$ cat src/rtl/vec_irq_ctrl.sv
module vec_irq_ctrl #(
  parameter int VW = 8
) (
  input  logic          clk,
  input  logic          rst_n,
  input  logic          cyc_tick,
  input  logic          ext_pin,
  input  logic          tmr0_evt,
  input  logic          tmr1_evt,
  input  logic          uart_evt,
  input  logic          stack_full,
  input  logic          ret_stb,
  input  logic          ret_reti,
  input  logic          reg_wr,
  input  logic          reg_sel,
  input  logic [7:0]    reg_wdata,
  output logic [7:0]    reg_rdata,
  output logic          call_req,
  output logic [VW-1:0] call_vec,
  output logic          wake
);
  localparam logic [VW-1:0] V_EXT  = VW'(4);
  localparam logic [VW-1:0] V_TMR0 = VW'(8);
  localparam logic [VW-1:0] V_TMR1 = VW'(12);
  localparam logic [VW-1:0] V_UART = VW'(16);

  // source order: 0 ext, 1 tmr0, 2 tmr1, 3 uart (also priority order)
  logic       emi, ext_q;
  logic [3:0] en, flg;
  logic       emi_n;
  logic [3:0] en_n, flg_n;

  wire       fall   = ext_q & ~ext_pin;
  wire [3:0] evt    = {uart_evt, tmr1_evt, tmr0_evt, fall};
  wire [3:0] elig   = en & flg;
  wire [3:0] pick   = elig & (~elig + 4'd1);
  wire       take   = cyc_tick & emi & ~stack_full & (|elig);
  wire       wr_pri = reg_wr & ~reg_sel;
  wire       wr_sec = reg_wr & reg_sel;

  always_comb begin
    en_n  = en;
    flg_n = flg;
    if (wr_pri) begin
      en_n[2:0]  = reg_wdata[3:1];
      flg_n[2:0] = reg_wdata[6:4];
    end
    if (wr_sec) begin
      en_n[3]  = reg_wdata[0];
      flg_n[3] = reg_wdata[4];
    end
    if (take) flg_n = flg_n & ~pick;
    flg_n = flg_n | evt;

    if (take)                    emi_n = 1'b0;
    else if (ret_stb & ret_reti) emi_n = 1'b1;
    else if (wr_pri)             emi_n = reg_wdata[0];
    else                         emi_n = emi;
  end

  always_ff @(posedge clk) begin
    if (!rst_n) begin
      emi      <= 1'b0;
      en       <= '0;
      flg      <= '0;
      ext_q    <= 1'b1;
      call_req <= 1'b0;
      call_vec <= '0;
    end else begin
      emi      <= emi_n;
      en       <= en_n;
      flg      <= flg_n;
      ext_q    <= ext_pin;
      call_req <= take;
      if (take) begin
        unique case (1'b1)
          pick[0]: call_vec <= V_EXT;
          pick[1]: call_vec <= V_TMR0;
          pick[2]: call_vec <= V_TMR1;
          default: call_vec <= V_UART;
        endcase
      end
    end
  end

  assign reg_rdata = reg_sel ? {3'b000, flg[3], 3'b000, en[3]}
                             : {1'b0, flg[2:0], en[2:0], emi};
  assign wake = |elig;
endmodule


$ cat config.mk
export PLATFORM = sky130hd
export DESIGN_NAME = vec_irq_ctrl
export DESIGN_NICKNAME = d
export VERILOG_FILES = /design/src/rtl/vec_irq_ctrl.sv
export SDC_FILE = /design/constraint.sdc
export NUM_CORES = 1
export LEC_CHECK = 0
export BUFFER_PORTS_ARGS = -buffer_cell sky130_fd_sc_hd__buf_2
export CORE_MARGIN = 10
export CORE_UTILIZATION = 40
export CTS_CLUSTER_DIAMETER = 80
export DETAILED_ROUTE_END_ITERATION = 6
export PLACE_DENSITY = 0.72
export REMOVE_ABC_BUFFERS = 1
export SKIP_LAST_GASP = 1
export SLEW_MARGIN = 20
export SYNTH_ARGS = -nofsm -noshare
export SYNTH_HDL_FRONTEND = slang
export SYNTH_SLANG_ARGS = --single-unit
$ cat constraint.sdc
create_clock -name clk -period 1.9 [get_ports clk]
set_input_delay 0 -clock clk [delete_from_list [all_inputs] [get_ports clk]]
set_output_delay 0 -clock clk [all_outputs]
set_load 0.03 [all_outputs]
# After elaboration in Yosys (flattened, before gate mapping)

Cells that the tools add are included.

Reduce and logical (&&, ||, !) cells: 3
Multiplexer cells: 7
Bitwise gates (word level): 17
Add/sub/neg operators: 1

Operators by type and width:

| operator            | count |
|---|---|
| $pmux 5 s3          | 1 |
| $and 4x4->4         | 3 |
| $not 4->4           | 2 |
| $and 1x1->1         | 7 |
| $mux 7              | 1 |
| $add 4x1->4 const B | 1 |
| $mux 4              | 1 |
| $not 1->1           | 4 |
| $or 4x4->4          | 1 |
| $reduce_or 4->1     | 1 |
| $mux 1              | 3 |
| $mux 3              | 1 |
| $reduce_bool 2->1   | 1 |
| $reduce_or 2->1     | 1 |

Bits in registers: 19
Bits of input ports: 20
Logic and storage cells: 35

# Longest topological paths before layout

Gate-level depths: netlist of run 1.

Depth in word-level cells: 8
Gate-level depth with buffers: 6
Depth with buffers taken out: 4

# Worst setup path before layout of run 1

OpenSTA, ideal clock, no wires.

Kind: flip-flop to flip-flop
Start: reg emi
End: reg flg[2]
Period minus slack after synthesis: 1061 ps
Arrival: 946 ps
Cell stages (with the launch flop): 5
Setup time: 115 ps
Setup slack: 839 ps
Required time: 1785 ps
Path through: dfxtp_1 nand3b_1 and3b_1 a31oi_1 o21a_1

Word-level cells in the longest chain between the ends: 5

RTL lines:

| element                   | line | RTL |
|---|---|---|
| start: declaration        | 28   | `logic emi, ext_q;` |
| start signal: assignment  | 70   | `emi <= emi_n;` |
| $and 1x1->1 (3 in series) | 37   | `wire take = cyc_tick & emi & ~stack_full & (\|elig);` |
| $mux 4                    | 52   | `if (take) flg_n = flg_n & ~pick;` |
| $or 4x4->4                | 53   | `flg_n = flg_n \| evt;` |
| end signal: assignment    | 72   | `flg <= flg_n;` |
| end: declaration          | 29   | `logic [3:0] en, flg;` |

No other way between the ends.
A chain may end at the register's enable or synchronous reset.

# Worst setup path in the final report of run 1

Same ends and word-level chain as after synthesis.

==> results.tsv, run 1 <==
metric	value	unit
outcome	finished, violations left	
failing checks	hold timing	
Final Net Count	142	
# setup viols final	0	
CTS tree	done	
worst r2r path cells	4	
IO Port Bufs	30	
initial drt markers	23	
Final min period	1.24	ns
max-cap viol count	0	
drt wl/cell	13.9	µm
H-tree levels	1	
Crit Path Category	register to register	
first-pass detailed-route iteration total	4	
Worst R2R End	flg[2]$_SDFF_PN0_	
buffer count from post-CTS setup fixing	0	
CP Capture Type	register	
multi-input logic area	393	µm²
Area after DPL	866	µm²
CP endpoint	flg[2]$_SDFF_PN0_	
Residual DRC	0	
Core Area	1730	µm²
Final Skew	0.00233	ns
WHS	-0.000476	ns
Synth warnings	0	
Sw Pwr	0.181	mW
Top Ports	38	
all-layer global routing usage	10.9	%
hold depth	3	
Synth cell types	29	
RSZ-0062 raised after global routing	false	
Fillers	175	
combinational power share	22.6	%
Mapped Area	733	µm²
worst endpoint required time	2.08	ns
Tcrit/Tclk final	65.3	%
CTS buffer count	3	
hold crit path type	input port to register	
setup TNS	0	ns
remaining global-route overflow	0	
share of the yosys chip area belonging to registers	38.2	%
Final Cell Area	978	µm²
CP Max Fanout	4	
# rows	15	
DP Worst Slack	0.682	ns
DR vias/cell	4.81	
clk slew on worst S/H paths	0.08	ns
Storage cell area	280	µm²
critical path startpoint	emi$_SDFFE_PP0P_	
root buffer cell	clkbuf_4	
first-pass GRT wire length	3470	µm
number of diodes	0	
total routed wirelength	2020	µm
Starting Density	42.5	%
R2R Setup Slk	0.66	ns
die height	62.8	µm
Final Max Tran Viols	0	
maximum VDD drop	0.310	mV
Sw Ratio	29.0	%
Critical Path Source Type	register	
width of the chip	62.8	µm
initial antenna violation count	0	
Pwr per Cell Area	639	nW/µm²
Mapped Cells	81	
P_int	0.444	mW
Worst EP arrival	1.42	ns
placed insts	133	
reg2reg start	emi$_SDFFE_PP0P_	
vias in the first global route	727	
P_leak	0.489	nW
# clock sinks	14	
Final Hold Viols	1	
largest net degree at the start of global routing	11	
GPL Wtd Cong	0.731	
CTS Buffer Depth	2	
Flop pwr share	51.1	%
Antenna Nets Post-Route	0	
layout cells sized above 1	35.0	%
Die ar.	3950	µm²
Clk Latency, worst-skew pair	0.28	ns
fmax	806	MHz
Synth-to-Final Area Change	33.4	%
fin cells	145	
register bit total from synthesis	14	
final setup margin	0.660	ns
mean post-synth cell area	9.05	µm²
clock share of power	26.3	%
via count	697	
HPWL Detailed	1570	µm
## cells in the final DEF (no fill, tap or decap)
master          n
a21oi_1         5
a221o_1         1
a22oi_1         1
a31oi_1         2
a41o_1          1
and2_1          1
and2b_2         5
and3_1          1
and3b_1         1
buf_2          30
clkbuf_4        3
conb_1          6
dfxtp_1        14
dlygate4sd3_1   9
inv_1           3
mux2_2          2
mux2i_1         6
nand2_1         8
nand2b_1        1
nand3_1         4
nand3b_1        1
nand4_1         1
nor2_1          6
nor2b_2         1
nor2b_4         1
o21a_1          2
o21ai_0         1
o221ai_1        1
o22ai_1         1
or2b_1          1
## cell families after synthesis
kind of cell / count (synthesis) / synth area share, %
AO/OA/AOI/OAI: 15 / 13.7
buffers and inverters: 11 / 10.8
flip-flops: 14 / 38.2
multiplexers: 8 / 11.3
other: 1 / 0.511
AND/OR/NAND/NOR: 32 / 25.6
## through the flow
stage                     total power, mW  utilization [%]
after floorplan                     0.409                -
after global placement              0.450             50.1
after detailed placement            0.453             50.1
after CTS                           0.627             56.7
after global routing                0.663             56.7
final                               0.625             56.7
## cells in the mapped netlist (all sizes together)
library cell	count	area, µm²
dfxtp	14	280
buf	8	67.6
nand2	8	30.0
mux2i	6	60.1
nor2	6	22.5
a21oi	5	25.0
and2b	5	43.8
nand3	4	20.0
inv	3	11.3
a31oi	2	12.5
mux2	2	22.5
nor2b	2	22.5
o21a	2	15.0
a221o	1	10.0
a22oi	1	7.51
a41o	1	10.0
and2	1	6.26
and3	1	6.26
and3b	1	8.76
conb	1	3.75
nand2b	1	6.26
nand3b	1	7.51
nand4	1	6.26
o21ai	1	5.00
o221ai	1	8.76
o22ai	1	6.26
or2b	1	7.51
## area by class of cell
| cell class | count | area share (%) |
|---|---|---|
| Sequential cell | 14 | 28.6 |
| Inverter | 3 | 1.15 |
| Multi-Input combinational cell | 61 | 40.2 |
| Clock buffer | 3 | 2.30 |
| Tap cell | 25 | 3.20 |
| Timing Repair Buffer | 39 | 24.6 |
## sequential cells by signal, indices dropped and copies added, names as in the netlist
register / count
flg: 4
ext_q: 1
emi: 1
en: 4
call_vec: 3
call_req: 1
## critical path: stages (launching register included)
cell and delay, ns:
dfxtp_1 0.35, nand3b_1 0.18, and3b_1 0.34, a31oi_1 0.10
o21a_1 0.17
## timing repair
item	CTS	global route
hold buffers	9	0
endpoints found under the hold margin	8	0
gates resized for setup	0	0
## power groups by stage
stage | logic, mW | clock network, mW | registers (mW)
global placement | 0.125 | 0 | 0.325
global route | 0.155 | 0.187 | 0.321
finish | 0.141 | 0.164 | 0.319
floorplan | 0.0855 | 0 | 0.323
detailed placement | 0.127 | 0 | 0.326
CTS | 0.142 | 0.166 | 0.319
## routing by layer
| metal | vias to the layer above | GRT usage, % | routed length [µm] |
|---|---|---|---|
| met3 | 5 | 4.12 | 141 |
| met4 | 0 | 6.70 | 53 |
| met2 | 26 | 17.9 | 986 |
| met1 | 317 | 11.5 | 835 |
| met5 | - | 0 | 0 |
| li1 | 349 | - | - |
## worst min path at each step
stage	endpoint	startpoint
3_5_place_dp	flg[3]$_SDFF_PN0_	uart_evt
2_1_floorplan	ext_q$_SDFF_PN1_	rst_n
3_3_place_gp	ext_q$_SDFF_PN1_	ext_pin
4_1_cts	en[3]$_SDFFE_PN0P_	reg_wr
6_report	en[3]$_SDFFE_PN0P_	reg_wr
5_1_grt	flg[3]$_SDFF_PN0_	rst_n
(Power assumes the default switching activity.)
==> run 2: changes to the inputs <==
==> constraint.sdc (replaced) <==
create_clock -name clk -period 1.27 [get_ports clk]
set_input_delay 0 -clock clk [delete_from_list [all_inputs] [get_ports clk]]
set_output_delay 0 -clock clk [all_outputs]
set_load 0.03 [all_outputs]
==> results.tsv, run 2 (synthesized netlist as in run 1, its figures left out) <==
metric	value	unit	change
Antenna Nets Post-Route	0		unchanged
Final Skew	0.000708	ns	was 0.00233 ns
biggest regs	en: 4 flops, flg: 4 flops, call_vec: 3 flops		unchanged
CTS Buffer Depth	2		unchanged
commonest non-fill, non-tap cells in the layout	30 x buf_2, 14 x dfxtp_1, 9 x dlygate4sd3_1		unchanged
outcome	finished clean		was finished, violations left
max-cap viol count	0		unchanged
worst r2r path cells	4		unchanged
IO Port Bufs	30		unchanged
Top Ports	38		unchanged
R2R Setup Slk	0.08	ns	was 0.66 ns
initial drt markers	15		was 23
Worst R2R End	flg[2]$_SDFF_PN0_		unchanged
WHS	0.0169	ns	was -0.000476 ns
placed insts	136		was 133
fmax	843	MHz	was 806 MHz
CTS buffer count	3		unchanged
number of diodes	0		unchanged
Die ar.	3950	µm²	unchanged
critical path startpoint	emi$_SDFFE_PP0P_		unchanged
vias in the first global route	735		was 727
fin cells	148		was 145
initial antenna violation count	0		unchanged
# setup viols final	0		unchanged
# rows	15		unchanged
CP Capture Type	register		unchanged
CTS tree	done		unchanged
P_leak	0.503	nW	was 0.489 nW
P_int	0.671	mW	was 0.444 mW
all-layer global routing usage	10.5	%	was 10.9%
Clk Latency, worst-skew pair	0.27	ns	was 0.28 ns
Core Area	1730	µm²	unchanged
Worst EP arrival	1.36	ns	was 1.42 ns
remaining global-route overflow	0		unchanged
Tcrit/Tclk final	93.4	%	was 65.3%
DR vias/cell	4.73		was 4.81
clock share of power	25.7	%	was 26.3%
clk slew on worst S/H paths	0.08	ns	about the same
final core utilization	58.1	%	was 56.7%
drt wl/cell	14.0	µm	was 13.9 µm
Final min period	1.19	ns	was 1.24 ns
Synth-to-Final Area Change	36.9	%	was 33.4%
H-tree levels	1		unchanged
Flop pwr share	50.3	%	was 51.1%
Residual DRC	0		unchanged
HPWL Detailed	1590	µm	was 1570 µm
Pwr per Cell Area	937	nW/µm²	was 639 nW/µm²
largest net degree at the start of global routing	10		was 11
# clock sinks	14		unchanged
Critical Path Source Type	register		unchanged
hold crit path type	input port to register		unchanged
reg2reg start	emi$_SDFFE_PP0P_		unchanged
Area after DPL	888	µm²	was 866 µm²
via count	700		was 697
width of the chip	62.8	µm	unchanged
most common cell after layout, fill and taps aside	buf_2		unchanged
CP endpoint	flg[2]$_SDFF_PN0_		unchanged
worst endpoint required time	1.44	ns	was 2.08 ns
combinational power share	23.9	%	was 22.6%
Sw Pwr	0.270	mW	was 0.181 mW
RSZ-0062 raised after global routing	false		unchanged
buffer count from post-CTS setup fixing	0		unchanged
GPL Wtd Cong	0.739		was 0.731
setup TNS	0	ns	unchanged
Final Net Count	145		was 142
Final Hold Viols	0		was 1
Starting Density	42.5	%	unchanged
layout cells sized above 1	38.2	%	was 35.0%
maximum VDD drop	0.404	mV	was 0.310 mV
Final Max Tran Viols	0		unchanged
die height	62.8	µm	unchanged
total routed wirelength	2080	µm	was 2020 µm
CP Max Fanout	4		unchanged
Final Cell Area	1000	µm²	was 978 µm²
Crit Path Category	register to register		unchanged
Sw Ratio	28.7	%	was 29.0%
hold depth	3		unchanged
first-pass GRT wire length	3450	µm	was 3470 µm
first-pass detailed-route iteration total	4		unchanged
root buffer cell	clkbuf_4		unchanged
run 2: changes by cell type in the layout (fill, tap and decap cells not counted), sizes merged:
cell / delta
buf: +3
run 2: final cells by class:
class	count	area, µm²
Fill cell	175	723
Multi-Input combinational cell	61	395
Sequential cell	14	280
Timing Repair Buffer	42	263
Tap cell	25	31.3
Clock buffer	3	22.5
Inverter	3	11.3
run 2: power groups by stage:
stage	Combinational, mW	Sequential (mW)	Clock [mW]
final	0.225	0.473	0.242
after detailed placement	0.203	0.484	0
after global placement	0.199	0.482	0
after floorplan	0.128	0.484	0
after global routing	0.247	0.476	0.265
after CTS	0.225	0.474	0.247
run 2: what timing repair did:
item                                   CTS  global route
resized for setup                        0             2
setup endpoints to repair                0             2
endpoints found under the hold margin    8             0
hold buffers                             9             0
run 2: how the worst min path moves through the flow:
stage                               to     start
floorplan             ext_q$_SDFF_PN1_     rst_n
global placement      ext_q$_SDFF_PN1_   ext_pin
detailed placement   flg[3]$_SDFF_PN0_  uart_evt
CTS                  flg[2]$_SDFF_PN0_     rst_n
global route         flg[3]$_SDFF_PN0_     rst_n
finish              en[3]$_SDFFE_PN0P_    reg_wr
run 2: per-layer routing:
metal  up-vias  routed length, µm  track usage (%)
met5         -                  0                0
met4         0                 34             4.19
met3         4                140             3.23
met2        31               1050             18.8
met1       310                846             11.1
li1        355                  -                -
run 2: stage by stage:
step / setup WS (ns) / power (mW)
3_3_place_gp: 0.131 / 0.681
3_5_place_dp: 0.0898 / 0.687
4_1_cts: 0.0681 / 0.945
2_1_floorplan: 0.209 / 0.611
5_1_grt: 0.000105 / 0.988
6_report: 0.0837 / 0.941
run 2: critical path, stage by stage (launching register included):
cell      delay (ns)
dfxtp_1         0.36
nand3b_1        0.17
and3b_2         0.32
a31oi_1         0.09
o21a_1          0.16
